<file path="config.mk">
export PLATFORM = sky130hd
export DESIGN_NAME = cmpTimer8
export DESIGN_NICKNAME = d
export VERILOG_FILES = /design/src/rtl/cmpTimerPkg.sv /design/src/rtl/cmpTimerDp.sv /design/src/rtl/cmpTimerCtrl.sv /design/src/rtl/cmpTimer8.sv
export SDC_FILE = /design/constraint.sdc
export NUM_CORES = 1
export LEC_CHECK = 0
export BUFFER_PORTS_ARGS = -buffer_cell sky130_fd_sc_hd__clkbuf_2
export CAP_MARGIN = 25
export CORE_MARGIN = 3
export CORE_UTILIZATION = 40
export DETAILED_ROUTE_END_ITERATION = 6
export PLACE_DENSITY_LB_ADDON = 0.05
export SETUP_SLACK_MARGIN = 0.1
export SYNTH_ARGS = -nofsm -noshare
export SYNTH_HDL_FRONTEND = slang
export SYNTH_HIERARCHICAL = 1
export SYNTH_SLANG_ARGS = --single-unit
</file>
<file path="constraint.sdc">
create_clock -name clk -period 8.3 [get_ports clk]
set_input_delay 0.83 -clock clk [delete_from_list [all_inputs] [get_ports clk]]
set_output_delay 0.83 -clock clk [all_outputs]
set_load 0.01 [all_outputs]
</file>
<file path="src/rtl/cmpTimerPkg.sv">
package cmpTimerPkg;
  localparam int REG_W = 8;
  localparam int ADDR_W = 3;

  localparam logic [ADDR_W-1:0] ADDR_CNT  = 3'd0;
  localparam logic [ADDR_W-1:0] ADDR_CMPA = 3'd1;
  localparam logic [ADDR_W-1:0] ADDR_CMPB = 3'd2;
  localparam logic [ADDR_W-1:0] ADDR_CTL0 = 3'd3;
  localparam logic [ADDR_W-1:0] ADDR_STAT = 3'd4;
  localparam logic [ADDR_W-1:0] ADDR_CTL1 = 3'd5;

  localparam logic [REG_W-1:0] CMP_RESET = '1;

  typedef enum logic [1:0] {
    CLR_NONE = 2'b00,
    CLR_ON_A = 2'b01,
    CLR_ON_B = 2'b10,
    CLR_PIN  = 2'b11
  } clrModeT;

  typedef enum logic [1:0] {
    ACT_HOLD   = 2'b00,
    ACT_LOW    = 2'b01,
    ACT_HIGH   = 2'b10,
    ACT_TOGGLE = 2'b11
  } pinActT;

  typedef struct packed {
    logic    countTick;
    logic    hwClear;
    logic    restart;
    logic    swWrCnt;
    clrModeT clrMode;
  } strobeT;
endpackage

</file>
<file path="src/rtl/cmpTimerDp.sv">
module cmpTimerDp
  import cmpTimerPkg::*;
(
  input  logic             clk,
  input  logic             rstN,
  input  strobeT           strb,
  input  logic [REG_W-1:0] wdata,
  input  logic [REG_W-1:0] cmpA,
  input  logic [REG_W-1:0] cmpB,
  output logic [REG_W-1:0] cntVal,
  output logic             matchAEv,
  output logic             matchBEv,
  output logic             ovfEv
);
  logic halted;
  logic pendClr;
  logic [REG_W-1:0] nxtCnt;

  assign nxtCnt = cntVal + 1'b1;

  always_ff @(posedge clk or negedge rstN) begin
    if (!rstN) begin
      cntVal   <= '0;
      halted   <= 1'b0;
      pendClr  <= 1'b0;
      matchAEv <= 1'b0;
      matchBEv <= 1'b0;
      ovfEv    <= 1'b0;
    end else begin
      matchAEv <= 1'b0;
      matchBEv <= 1'b0;
      ovfEv    <= 1'b0;
      if (strb.restart) halted <= 1'b0;
      if (strb.swWrCnt) begin
        cntVal <= wdata;
      end else if (strb.hwClear) begin
        cntVal  <= '0;
        halted  <= 1'b1;
        pendClr <= 1'b0;
      end else if (strb.countTick && !halted) begin
        if (pendClr) begin
          cntVal  <= '0;
          halted  <= 1'b1;
          pendClr <= 1'b0;
        end else begin
          cntVal   <= nxtCnt;
          matchAEv <= (nxtCnt == cmpA);
          matchBEv <= (nxtCnt == cmpB);
          ovfEv    <= (cntVal == '1);
          pendClr  <= ((strb.clrMode == CLR_ON_A) && (nxtCnt == cmpA)) ||
                      ((strb.clrMode == CLR_ON_B) && (nxtCnt == cmpB));
        end
      end
    end
  end

  // no count clock, no load, no clear -> counter holds
  a_r2_hold_without_tick: assert property (@(posedge clk) disable iff (!rstN)
    (!strb.countTick && !strb.swWrCnt && !strb.hwClear) |=> $stable(cntVal));

  // wrap from all-ones
  a_r7_wrap_to_zero: assert property (@(posedge clk) disable iff (!rstN)
    (strb.countTick && !halted && !pendClr && !strb.swWrCnt && !strb.hwClear && cntVal == '1)
    |=> (ovfEv && cntVal == '0));

  // pending match clear lands on the next count clock
  a_r9_deferred_clear: assert property (@(posedge clk) disable iff (!rstN)
    (pendClr && strb.countTick && !halted && !strb.swWrCnt && !strb.hwClear)
    |=> (cntVal == '0 && halted));

  // a halted counter does not move by itself
  a_r10_halt_holds: assert property (@(posedge clk) disable iff (!rstN)
    (halted && !strb.swWrCnt && !strb.hwClear) |=> $stable(cntVal));
endmodule

</file>
<file path="src/rtl/cmpTimerCtrl.sv">
module cmpTimerCtrl
  import cmpTimerPkg::*;
#(
  parameter int TAP_COUNT   = 6,
  parameter int SYNC_STAGES = 2
) (
  input  logic                 clk,
  input  logic                 rstN,
  input  logic [ADDR_W-1:0]    regAddr,
  input  logic                 regWr,
  input  logic                 regRd,
  input  logic [REG_W-1:0]     regWdata,
  output logic [REG_W-1:0]     regRdata,
  input  logic [TAP_COUNT-1:0] preTaps,
  input  logic                 extClkPin,
  input  logic                 rstPin,
  input  logic                 trigPin,
  input  logic [REG_W-1:0]     cntVal,
  input  logic                 matchAEv,
  input  logic                 matchBEv,
  input  logic                 ovfEv,
  output logic [REG_W-1:0]     cmpA,
  output logic [REG_W-1:0]     cmpB,
  output strobeT               strb,
  output logic                 outPin,
  output logic                 irqCmpA,
  output logic                 irqCmpB,
  output logic                 irqOvf
);
  localparam int PIN_N   = 3;
  localparam int PIN_EXT = 0;
  localparam int PIN_RST = 1;
  localparam int PIN_TRG = 2;
  localparam int FLAG_N  = 3;  // index 0 ovf, 1 A, 2 B

  // pin synchronizers and edge detection
  logic [PIN_N-1:0] pinsIn, pinLvl, pinPrev, pinRise, pinFall;
  assign pinsIn = {trigPin, rstPin, extClkPin};

  for (genvar g = 0; g < PIN_N; g++) begin : gSync
    logic [SYNC_STAGES-1:0] syncQ;
    always_ff @(posedge clk or negedge rstN) begin
      if (!rstN) syncQ <= '0;
      else       syncQ <= {syncQ[SYNC_STAGES-2:0], pinsIn[g]};
    end
    assign pinLvl[g] = syncQ[SYNC_STAGES-1];
  end

  always_ff @(posedge clk or negedge rstN) begin
    if (!rstN) pinPrev <= '0;
    else       pinPrev <= pinLvl;
  end
  assign pinRise = pinLvl & ~pinPrev;
  assign pinFall = ~pinLvl & pinPrev;

  // registers
  logic [2:0]        clkSel;
  logic              clkSelX;
  clrModeT           clrMode;
  logic              ieOvf, ieA, ieB;
  logic [1:0]        trigEdge;
  logic [3:0]        outSel;
  logic [FLAG_N-1:0] flags, armed, setEv;

  assign setEv = {matchBEv, matchAEv, ovfEv};

  logic wrCmpA, wrCmpB, wrCtl0, wrCtl1, wrStat, rdStat;
  assign wrCmpA = regWr && regAddr == ADDR_CMPA;
  assign wrCmpB = regWr && regAddr == ADDR_CMPB;
  assign wrCtl0 = regWr && regAddr == ADDR_CTL0;
  assign wrCtl1 = regWr && regAddr == ADDR_CTL1;
  assign wrStat = regWr && regAddr == ADDR_STAT;
  assign rdStat = regRd && regAddr == ADDR_STAT;

  logic [FLAG_N-1:0] wrFlagBits;
  assign wrFlagBits = regWdata[7:5];

  always_ff @(posedge clk or negedge rstN) begin
    if (!rstN) begin
      cmpA     <= CMP_RESET;
      cmpB     <= CMP_RESET;
      clkSel   <= '0;
      clkSelX  <= 1'b0;
      clrMode  <= CLR_NONE;
      ieOvf    <= 1'b0;
      ieA      <= 1'b0;
      ieB      <= 1'b0;
      trigEdge <= '0;
      outSel   <= '0;
    end else begin
      if (wrCmpA) cmpA <= regWdata;
      if (wrCmpB) cmpB <= regWdata;
      if (wrCtl0) begin
        ieB     <= regWdata[7];
        ieA     <= regWdata[6];
        ieOvf   <= regWdata[5];
        clrMode <= clrModeT'(regWdata[4:3]);
        clkSel  <= regWdata[2:0];
      end
      if (wrCtl1) begin
        trigEdge <= regWdata[4:3];
        clkSelX  <= regWdata[0];
      end
      if (wrStat) outSel <= regWdata[3:0];
    end
  end

  for (genvar f = 0; f < FLAG_N; f++) begin : gFlag
    always_ff @(posedge clk or negedge rstN) begin
      if (!rstN) begin
        flags[f] <= 1'b0;
        armed[f] <= 1'b0;
      end else begin
        if (setEv[f])                                   flags[f] <= 1'b1;
        else if (wrStat && !wrFlagBits[f] && armed[f])  flags[f] <= 1'b0;
        if (wrStat)                    armed[f] <= 1'b0;
        else if (rdStat && flags[f])   armed[f] <= 1'b1;
      end
    end
  end

  always_comb begin
    unique case (regAddr)
      ADDR_CNT:  regRdata = cntVal;
      ADDR_CMPA: regRdata = cmpA;
      ADDR_CMPB: regRdata = cmpB;
      ADDR_CTL0: regRdata = {ieB, ieA, ieOvf, clrMode, clkSel};
      ADDR_STAT: regRdata = {flags, 1'b1, outSel};
      ADDR_CTL1: regRdata = {3'b111, trigEdge, 1'b0, 1'b1, clkSelX};
      default:   regRdata = '0;
    endcase
  end

  // count clock selection
  logic [2:0] tapIdx;
  logic       tapHit;
  logic       countTick;
  assign tapIdx = {clkSel[1:0] - 2'd1, clkSelX};
  assign tapHit = (int'(tapIdx) < TAP_COUNT) ? preTaps[tapIdx] : 1'b0;

  always_comb begin
    unique case (clkSel)
      3'd1, 3'd2, 3'd3: countTick = tapHit;
      3'd4:             countTick = pinRise[PIN_EXT];
      3'd5:             countTick = pinFall[PIN_EXT];
      3'd6:             countTick = pinRise[PIN_EXT] | pinFall[PIN_EXT];
      default:          countTick = 1'b0;
    endcase
  end

  logic restart;
  always_comb begin
    unique case (trigEdge)
      2'b01:   restart = pinRise[PIN_TRG];
      2'b10:   restart = pinFall[PIN_TRG];
      2'b11:   restart = pinRise[PIN_TRG] | pinFall[PIN_TRG];
      default: restart = 1'b0;
    endcase
  end

  assign strb.countTick = countTick;
  assign strb.hwClear   = (clrMode == CLR_PIN) && pinRise[PIN_RST];
  assign strb.restart   = restart;
  assign strb.swWrCnt   = regWr && regAddr == ADDR_CNT;
  assign strb.clrMode   = clrMode;

  // waveform pin
  function automatic logic applyAct(input logic cur, input logic [1:0] act);
    unique case (pinActT'(act))
      ACT_LOW:    applyAct = 1'b0;
      ACT_HIGH:   applyAct = 1'b1;
      ACT_TOGGLE: applyAct = ~cur;
      default:    applyAct = cur;
    endcase
  endfunction

  always_ff @(posedge clk or negedge rstN) begin
    if (!rstN)         outPin <= 1'b0;
    else if (matchBEv) outPin <= applyAct(outPin, outSel[3:2]);
    else if (matchAEv) outPin <= applyAct(outPin, outSel[1:0]);
  end

  assign irqOvf  = flags[0] & ieOvf;
  assign irqCmpA = flags[1] & ieA;
  assign irqCmpB = flags[2] & ieB;

  // a match event always leaves its flag set
  a_r4_match_sets_flag: assert property (@(posedge clk) disable iff (!rstN)
    matchAEv |=> flags[1]);

  // an unarmed status write never clears a set flag
  a_r8_unarmed_keeps: assert property (@(posedge clk) disable iff (!rstN)
    (flags[1] && !armed[1]) |=> flags[1]);

  // channel B action wins on a simultaneous match
  a_r12_b_priority: assert property (@(posedge clk) disable iff (!rstN)
    (matchAEv && matchBEv && outSel[3:2] == 2'b01) |=> !outPin);
endmodule

</file>
<file path="src/rtl/cmpTimer8.sv">
module cmpTimer8
  import cmpTimerPkg::*;
#(
  parameter int TAP_COUNT   = 6,
  parameter int SYNC_STAGES = 2
) (
  input  logic                 clk,
  input  logic                 rstN,
  input  logic [2:0]           regAddr,
  input  logic                 regWr,
  input  logic                 regRd,
  input  logic [7:0]           regWdata,
  output logic [7:0]           regRdata,
  input  logic [TAP_COUNT-1:0] preTaps,
  input  logic                 extClkPin,
  input  logic                 rstPin,
  input  logic                 trigPin,
  output logic                 outPin,
  output logic                 irqCmpA,
  output logic                 irqCmpB,
  output logic                 irqOvf
);
  strobeT           strb;
  logic [REG_W-1:0] cntVal, cmpA, cmpB;
  logic             matchAEv, matchBEv, ovfEv;

  cmpTimerCtrl #(.TAP_COUNT(TAP_COUNT), .SYNC_STAGES(SYNC_STAGES)) uCtrl (
    .clk(clk), .rstN(rstN),
    .regAddr(regAddr), .regWr(regWr), .regRd(regRd),
    .regWdata(regWdata), .regRdata(regRdata),
    .preTaps(preTaps), .extClkPin(extClkPin), .rstPin(rstPin), .trigPin(trigPin),
    .cntVal(cntVal), .matchAEv(matchAEv), .matchBEv(matchBEv), .ovfEv(ovfEv),
    .cmpA(cmpA), .cmpB(cmpB), .strb(strb),
    .outPin(outPin), .irqCmpA(irqCmpA), .irqCmpB(irqCmpB), .irqOvf(irqOvf)
  );

  cmpTimerDp uDp (
    .clk(clk), .rstN(rstN), .strb(strb), .wdata(regWdata),
    .cmpA(cmpA), .cmpB(cmpB), .cntVal(cntVal),
    .matchAEv(matchAEv), .matchBEv(matchBEv), .ovfEv(ovfEv)
  );
endmodule

</file>
**After elaboration in Yosys (flattened, before gate mapping)**

Cells that the tools add are included.

- Flip-flop bits (word level): 60
- Latch bits: 0
- Bits in writable memories: 0
- Memory bits (read-only): 0
- Input bits: 24
- Output and inout bits: 12
- Logic and storage cells: 154
- Memories: 0

- $add $sub $neg: 2
- Multiply operators: 0
- Divide/modulo/power cells: 0
- $lt $le $gt $ge: 2
- Equality and inequality tests: 27
- Shift-type cells: 0
- Mux-type cells: 46
- Bitwise logic cells: 11
- Reduce and logical (&&, ||, !) cells: 39

Operators by type and width:

| operator | count |
|---|---|
| $pmux W8 S6 | 1 |
| $mux W1 | 36 |
| $mux W8 | 4 |
| $logic_and A1 B1 Y1 | 20 |
| $eq A2 B2 Y1 const B | 8 |
| $eq A8 B8 Y1 | 2 |
| $reduce_bool A2 Y1 | 8 |
| $eq A3 B3 Y1 const B | 5 |
| $eq A3 B2 Y1 const B | 4 |
| $pmux W1 S3 | 3 |
| $add A8 B1 Y8 const B | 1 |
| $eq A2 B1 Y1 const B | 4 |
| $eq A8 B8 Y1 const B | 1 |
| $and A3 B3 Y3 | 2 |
| $eq A3 B1 Y1 const B | 2 |
| $not A3 Y3 | 2 |
| $logic_not A1 Y1 | 4 |
| $lt A3 B4 Y1 const B | 1 |
| $ne A4 B4 Y1 const B | 1 |
| $pmux W1 S4 | 1 |
| $reduce_bool A4 Y1 | 1 |
| $and A1 B1 Y1 | 3 |
| $bmux W1 S3 | 1 |
| $logic_not A3 Y1 | 1 |
| other kinds (9) | 11 |

**Longest topological paths before layout**

Gate-level depths: netlist of run 1.

- Depth in word-level cells: 9
- Mapped depth: 13
- Depth with buffers taken out: 12

**Modules after synthesis**

Netlist of run 1, hierarchy kept.

By module, submodules not included:

| module | instances | cells each | area each (µm²) | seq. area each (µm²) |
|---|---|---|---|---|
| cmpTimerCtrl | 1 | 205 | 2436.1 | 1196.1 |
| cmpTimerDp | 1 | 114 | 1004.7 | 325.3 |

**Least setup slack after synthesis of run 1**

No wires, ideal clock.

- Path type: input -> register
- Start point: in regAddr[0]
- End point: reg uDp.pendClr
- Setup time: 0.101 ns
- Data arrival time: 2.704 ns
- Data required time: 8.199 ns
- Slack: 5.495 ns
- Stages on the path: 9
- Path buffers: 2
- Cells stage by stage: buf_4 -> nand2b_1 -> nor3_1 -> clkbuf_1 -> nor4_1 -> nand4_1 -> a2111oi_2 -> nand4_1 -> o311ai_2

RTL lines:

| what | RTL line | text |
|---|---|---|
| from (decl) | cmpTimer8.sv:9 | `input logic [2:0] regAddr,` |
| to (signal assigned) | cmpTimerDp.sv:50 | `pendClr <= ((strb.clrMode == CLR_ON_A) && (nxtCnt == cmpA)) \|\|` |
| to (decl) | cmpTimerDp.sv:16 | `logic pendClr;` |

==> metrics.md, run 1 <==
| Metric | Value |
|---|---|
| Status | finished, final reports clean |
| Reg2reg path depth | 11 |
| Most frequent cell after synthesis | dfrtp_1 |
| Post-place setup slack | 4.65 ns |
| Vias per cell | ~5.3 |
| Cts repair resizes | 0 |
| Fmax | 303 MHz |
| Area grow syn2layout | 12.2% |
| Main combinational cell family by area after synthesis | multiplexers |
| Number of synthesized flops with an enable pin | 0 |
| CP required | 8.54 ns |
| Synth area leaders | dfrtp_1, dfstp_2, mux2_2 |
| Fin crit share | ~40% |
| Hold depth | 0 |
| Max VDD drop | roughly 0.13 mV |
| Max-Cap Viols | 0 |
| Final worst setup slack | 5.00 ns |
| # Post-CTS Setup Buffers | 0 |
| Crit path DAT | ~3.5 ns |
| Post-synth cell types | 56 |
| GR Overflow Total | 0 |
| Critical path capture point type | register |
| Sum Neg Setup Slack | 0 ns |
| Compound-gate portion of the synthesized area | 12.0% |
| Worst setup SP type | primary input |
| Worst Max-Slew Pin Slew | 0.763 ns |
| ANT cells | 0 |
| Final antenna-violating net count | 0 |
| Num CTS Buffers | 9 |
| Initial Util | a little over 40% |
| Detailed placer's ending HPWL | around 5.8 mm |
| Total number of vias | about 2500 |
| Main synth FF type | dfrtp_1 |
| Sink Count | 60 |
| Initial DRC Count | around 130 |
| Worst setup path class | in2reg |
| Antenna violations before repair | 0 |
| Simple-gate share of the synthesized area | between 10% and 20% |
| Pre-antenna DRT Iters | 4 |
| Async set-reset flop share out of synthesis | 100% |
| Mapped Cells | ~320 |
| Sequential share of the synthesized area | roughly 44% |
| Max Slew Vio Count | 0 |
| IO buf count | 35 |
| Clock transition at path regs | 0.08 ns |
| Post-synthesis adder-cell area fraction | under 10% |
| Clock insertion delay at the later pin of the skew report | ~0.34 ns |
| Largest net degree at the start of global routing | 61 |
| Final hold vios | 0 |
| Post-Layout Cell Count | about 460 |
| I/O pin count | 36 |
| Most frequent cells after synthesis | dfrtp_1, mux2_2, nand2_1 |
| PwrDens | roughly 270 nW/um2 |
| Static leakage power | roughly 1.7 nW |
| Worst rel slew slack | just under 50% |
| RSZ-0062 raised after global routing | no |
| XOR/XNOR share of the synthesized area | under 10% |
| Die area | ~10000 um2 |
| GRT Total Usage | around 18% |
| Hold WC Path Type | reg2reg |
| GPL Wtd Cong | 0.862 |
| Clk_skew | between 0.007 and 0.008 ns |
| CTS tree | done |
| # rows | 33 |
| Clk root buf | clkbuf_8 |
| Number of global-route vias before repair | between 2000 and 2500 |
| Minimum clock period | ~3.3 ns |
| Syn_nets | ~350 |
| Netlist Area Pre-Place | roughly 3400 um2 |
| Area leader, netlist | dfrtp_1 |
| Post-Place Cells | ~440 |
| Die height | ~99 um |
| Fill count | 789 |
| Chip width | around 100 um |
| Syn avg cell area | 10.8 um2 |
| Final net count | between 300 and 400 |
| Mux cell area share after synthesis | around 16% |
| Top-area cell type share of the netlist area | between 30% and 40% |
| Total Wirelength | 8.20 mm |
| Clk buf depth | 2 |
| DRC viols | 0 |
| Share of cells above drive strength 1 | approximately a third |
| Worst-path fanout max | 28 |
| H-tree levels | 3 |
| Synthesized flop and latch total | 60 |
| Avg WL per Cell | ~18 um |
| # hold bufs at CTS | 0 |
| Synth warn | 6 |
| Final setup viols | 0 |
| First-pass GRT wire length | around 13 mm |
| Core region area | slightly above 8000 um2 |
==> final cells by class <==
class / instances / area (um2) / area share (%)
clock buffers: 9 / 124 / 3.21
clock inverters: 7 / 76.3 / 1.98
inverters: 16 / 60.1 / 1.56
multi-input cells: 225 / 1760 / 45.5
flip-flops and latches: 60 / 1520 / 39.4
well taps: 105 / 131 / 3.40
repair buffers: 37 / 190 / 4.93
==> state kept, by name (all words and copies together) (netlist names), 2 cells and up <==
name and count:
uCtrl/trigEdge 2, uCtrl/flags 3, uCtrl/clkSel 3, uCtrl/cmpB 8, uCtrl/clrMode 2, uCtrl/outSel 4
uCtrl/pinPrev 3, uCtrl/cmpA 8, uCtrl/gSync.syncQ 6, uDp/cntVal 8, uCtrl/armed 3
==> worst max-delay path: stages <==
cell and delay, ns:
clkbuf_2 0.48, nand2b_1 0.35, nor3_1 0.08, buf_4 0.22, nor4_1 0.65, nand4_1 0.24
a2111oi_2 0.27, nand4_1 0.19, o311ai_2 0.23
==> layout by cell type, fill, tap and decap left out, types with 3 or more instances in the layout <==
cell type  synthesis  routed
nand2_1           18      18
mux2i_1           13      13
and3_1             3       3
nor2b_1            4       4
nor3_1             8       8
ha_1              10      10
a31oi_1            3       3
o22ai_1            6       6
dfstp_2           16      16
nand4_1            3       3
a21o_1             4       4
mux2_2            35      35
o21ai_0           12      12
xnor2_1           16      16
and2_1             3       3
nand3b_1           4       4
inv_1             16      16
a21oi_1           14      14
clkbuf_8           0       9
clkbuf_2           1      35
nand2b_1           5       5
nor2_1            15      15
a221o_1            3       3
dfrtp_1           44      44
xor2_1             8       8
nand3_1            4       4
==> power breakdown <==
part,leakage [nW],total [mW],switching [mW],internal [mW]
logic,0.895,0.312,0.158,0.154
registers,0.718,0.454,0.0852,0.368
clock network,0.0958,0.264,0.124,0.140
total,1.71,1.03,0.368,0.662
==> worst paths after layout <==
| check | from | endpoint | slack (ns) |
|---|---|---|---|
| setup / recovery | regAddr[0] | uDp/pendClr | 5.00 |
| hold / removal | uCtrl/gSync[0].syncQ[0] | uCtrl/gSync[0].syncQ[1] | 0.35 |
| setup reg to reg | uCtrl/clkSel[0] | uDp/pendClr | 5.11 |
| hold reg to reg | uCtrl/gSync[0].syncQ[0] | uCtrl/gSync[0].syncQ[1] | 0.35 |
| max in group asynchronous | rstN | uDp/cntVal[6] | 7.15 |
| min in group asynchronous | rstN | uCtrl/clkSelX | 0.65 |
==> logic make-up after synthesis <==
group                    count (synthesis)
buffers and inverters                   34
multiplexers                            49
XOR/XNOR                                24
adder cells (fa/ha/maj)                 10
AO/OA/AOI/OAI                           60
AND/OR/NAND/NOR                         82
flip-flops                              60
==> routing by layer <==
metal	share of wire [%]	global-route usage, %
met5	0	0
met3	4.7	4.32
met1	51	26.7
met4	0.44	5.04
met2	44	25.6
==> per-stage QoR <==
stage | total power [mW] | instance area, um2 | util, % | hold slack (ns)
after global placement | 0.771 | 3660 | 44.1 | 0.335
after CTS | 1.04 | 3860 | 46.5 | 0.353
after global routing | 1.10 | 3860 | 46.5 | 0.365
after floorplan | 0.679 | 3440 | - | 0.331
after detailed placement | 0.769 | 3660 | 44.1 | 0.335
final | 1.03 | 3860 | 46.5 | 0.351
Power figures use the tool's default switching activity.
==> inputs of run 2 (changes only) <==
==> constraint.sdc (replaced) <==
create_clock -name clk -period 3.1 [get_ports clk]
set_input_delay 0.31 -clock clk [delete_from_list [all_inputs] [get_ports clk]]
set_output_delay 0.31 -clock clk [all_outputs]
set_load 0.01 [all_outputs]
==> metrics.md, run 2 (synthesis results as in run 1) <==
| Metric | Value |
|---|---|
| Initial Util | 41.5% (unchanged) |
| Crit Reg-Reg Startpoint | uCtrl/clkSel[0] (unchanged) |
| Clock insertion delay at the later pin of the skew report | 0.34 ns (about the same) |
| Critical path capture point type | register (unchanged) |
| Pre-antenna DRT Iters | 4 (unchanged) |
| Sum Neg Setup Slack | 0 ns (unchanged) |
| Worst setup SP type | register (was primary input) |
| CP cell instances | inv_1, ha_1, a311oi_1, a31oi_1, a21oi_1, nand2b_1, or4_1, buf_4, o211a_1, o21ai_0 (was clkbuf_2, nand2b_1, nor3_1, buf_4, nor4_1, nand4_1, a2111oi_2, nand4_1, o311ai_2) |
| Num CTS Buffers | 9 (unchanged) |
| Total number of vias | 2538 (was 2452) |
| ANT cells | 0 (unchanged) |
| IO buf count | 35 (unchanged) |
| Clock transition at path regs | 0.07 ns (was 0.08 ns) |
| Static leakage power | 1.75 nW (was 1.71 nW) |
| Die height | 98.7 um (unchanged) |
| # hold bufs at CTS | 0 (unchanged) |
| Detailed placer's ending HPWL | 6.03 mm (was 5.84 mm) |
| Clk buf depth | 2 (unchanged) |
| Slowest cell on the critical path | or4_1 (was nor4_1) |
| PwrDens | 711 nW/um2 (was 267 nW/um2) |
| Max VDD drop | 0.275 mV (was 0.135 mV) |
| Fill count | 790 (was 789) |
| DRC viols | 0 (unchanged) |
| Most frequent cells in the layout | dfrtp_1, clkbuf_2, mux2_2 (unchanged) |
| Final hold vios | 0 (unchanged) |
| Clk root buf | clkbuf_8 (unchanged) |
| Vias per cell | 5.45 (was 5.34) |
| I/O pin count | 36 (unchanged) |
| Crit path DAT | 3.00 ns (was 3.54 ns) |
| Max incr delay on CP | 0.45 ns (was 0.65 ns) |
| RSZ-0062 raised after global routing | no (unchanged) |
| Reg2reg path depth | 10 (was 11) |
| H-tree levels | 3 (unchanged) |
| Max Slew Vio Count | 0 (unchanged) |
| PnR Total Power | 2.79 mW (was 1.03 mW) |
| Largest net degree at the start of global routing | 61 (unchanged) |
| Die area | 9750 um2 (unchanged) |
| Sink Count | 60 (unchanged) |
| Final antenna-violating net count | 0 (unchanged) |
| CP required | 3.34 ns (was 8.54 ns) |
| Core region area | 8300 um2 (unchanged) |
| Hold depth | 1 (was 0) |
| RR Endpoint | uDp/cntVal[5] (was uDp/pendClr) |
| Antenna violations before repair | 0 (unchanged) |
| Area grow syn2layout | 13.9% (was 12.2%) |
| Reg2reg setup slack | 0.33 ns (was 5.11 ns) |
| # rows | 33 (unchanged) |
| Total Wirelength | 8.43 mm (was 8.20 mm) |
| Post-Place Cells | 450 (was 443) |
| Minimum clock period | roughly 2.8 ns |
| Max-Cap Viols | 0 (unchanged) |
| GR Overflow Total | 0 (unchanged) |
| Hold endpoint | uCtrl/gSync[0].syncQ[0] (was uCtrl/gSync[0].syncQ[1]) |
| Commonest non-fill, non-tap cell in the layout | dfrtp_1 (unchanged) |
| Number of global-route vias before repair | 2439 (was 2376) |
| CTS tree | done (unchanged) |
| WHS | 0.0697 ns (was 0.351 ns) |
| Final setup viols | 0 (unchanged) |
| Avg WL per Cell | 18.1 um (was 17.9 um) |
| Status | finished, final reports clean (unchanged) |
| Area of the multi-input gates | 1770 um2 (was 1760 um2) |
| Worst setup path class | reg2reg (was in2reg) |
| Worst Max-Slew Pin Slew | 0.774 ns (was 0.763 ns) |
| Chip width | 98.7 um (unchanged) |
| Clk_skew | 0.00801 ns (was 0.00722 ns) |
| Worst rel slew slack | 48.4% (was 49.1%) |
| GRT Total Usage | 17.9% (was 17.8%) |
| Fmax | around 360 MHz |
| Post-Layout Cell Count | 466 (was 459) |
| GPL Wtd Cong | 0.834 (was 0.862) |
| Worst-path fanout max | 9 (was 28) |
| Largest registers | uCtrl/cmpA (8), uCtrl/cmpB (8), uDp/cntVal (8) (unchanged) |
| Hold WC Path Type | in2reg (was reg2reg) |
| Share of cells above drive strength 1 | 33.2% (was 31.6%) |
| Reg area | 1520 um2 (unchanged) |
| Final net count | 390 (was 383) |
| First-pass GRT wire length | 13.4 mm (was 13.3 mm) |
| Initial DRC Count | 104 (was 128) |
| Worst hold path startpoint | extClkPin (was uCtrl/gSync[0].syncQ[0]) |
| Fin crit share | about nine tenths |
[run 2: cell count changes in the layout (fill, tap and decap cells not counted)]
cell and delta:
buf_4 +7, clkinv_2 +2, clkbuf_1 +1, clkbuf_8 +1, inv_6 -1, clkinvlp_4 -1, nor4_2 +2, nor4_1 -2
clkinv_4 -2
[run 2: routing by layer]
| metal | track usage [%] | vias to the layer above | share of wire, % |
|---|---|---|---|
| met1 | 26.7 | 1244 | 48 |
| met4 | 7.04 | 0 | 1.6 |
| met3 | 3.33 | 12 | 6.3 |
| met5 | 0 | - | 0 |
| li1 | - | 1212 | - |
| met2 | 25.8 | 70 | 44 |
[run 2: layout make-up]
type | count | share of cell area, %
Timing Repair Buffer | 44 | 6.19
Multi-Input combinational cell | 225 | 45.1
Clock inverter | 5 | 1.34
Tap cell | 105 | 3.35
Inverter | 16 | 1.53
Sequential cell | 60 | 38.8
Clock buffer | 11 | 3.61
[run 2: power by group]
part	total [mW]	switching, mW	internal, mW
logic	0.881	0.444	0.437
registers	1.20	0.214	0.987
clock network	0.707	0.317	0.389
[run 2: how the worst max path moves through the flow]
stage                     from             to  slack (ns)  depth (start not counted)
6_report       uCtrl/clkSel[0]  uDp/cntVal[5]        0.33                         10
5_1_grt        uCtrl/clkSel[0]  uDp/cntVal[5]        0.10                         10
4_1_cts        uCtrl/clkSel[0]    uDp/pendClr        0.33                         11
3_5_place_dp   uCtrl/clkSel[0]    uDp/pendClr        0.33                         11
3_3_place_gp   uCtrl/clkSel[0]    uDp/pendClr        0.51                         10
2_1_floorplan  uCtrl/clkSel[0]    uDp/pendClr        0.41                         12
[run 2: timing repair]
action,in CTS,in global routing
hold endpoints to repair,0,0
buffers inserted,0,0
setup endpoints to repair,0,1
resized for setup,0,2
[run 2: metrics by stage]
stage | cell area (um2) | utilization, % | setup WS, ns
2_1_floorplan | 3440 | - | 0.414
3_3_place_gp | 3710 | 44.7 | 0.512
3_5_place_dp | 3710 | 44.7 | 0.328
4_1_cts | 3910 | 47.1 | 0.333
5_1_grt | 3920 | 47.2 | 0.100
6_report | 3920 | 47.2 | 0.334
[run 2: worst max-delay path: cells and delay by family, from the launching register on]
family | cells | cell delay [ns]
adder cells (fa/ha/maj) | 1 | 0.32
AO/OA/AOI/OAI | 5 | 1.04
flip-flops | 1 | 0.43
buffers and inverters | 2 | 0.32
AND/OR/NAND/NOR | 2 | 0.56
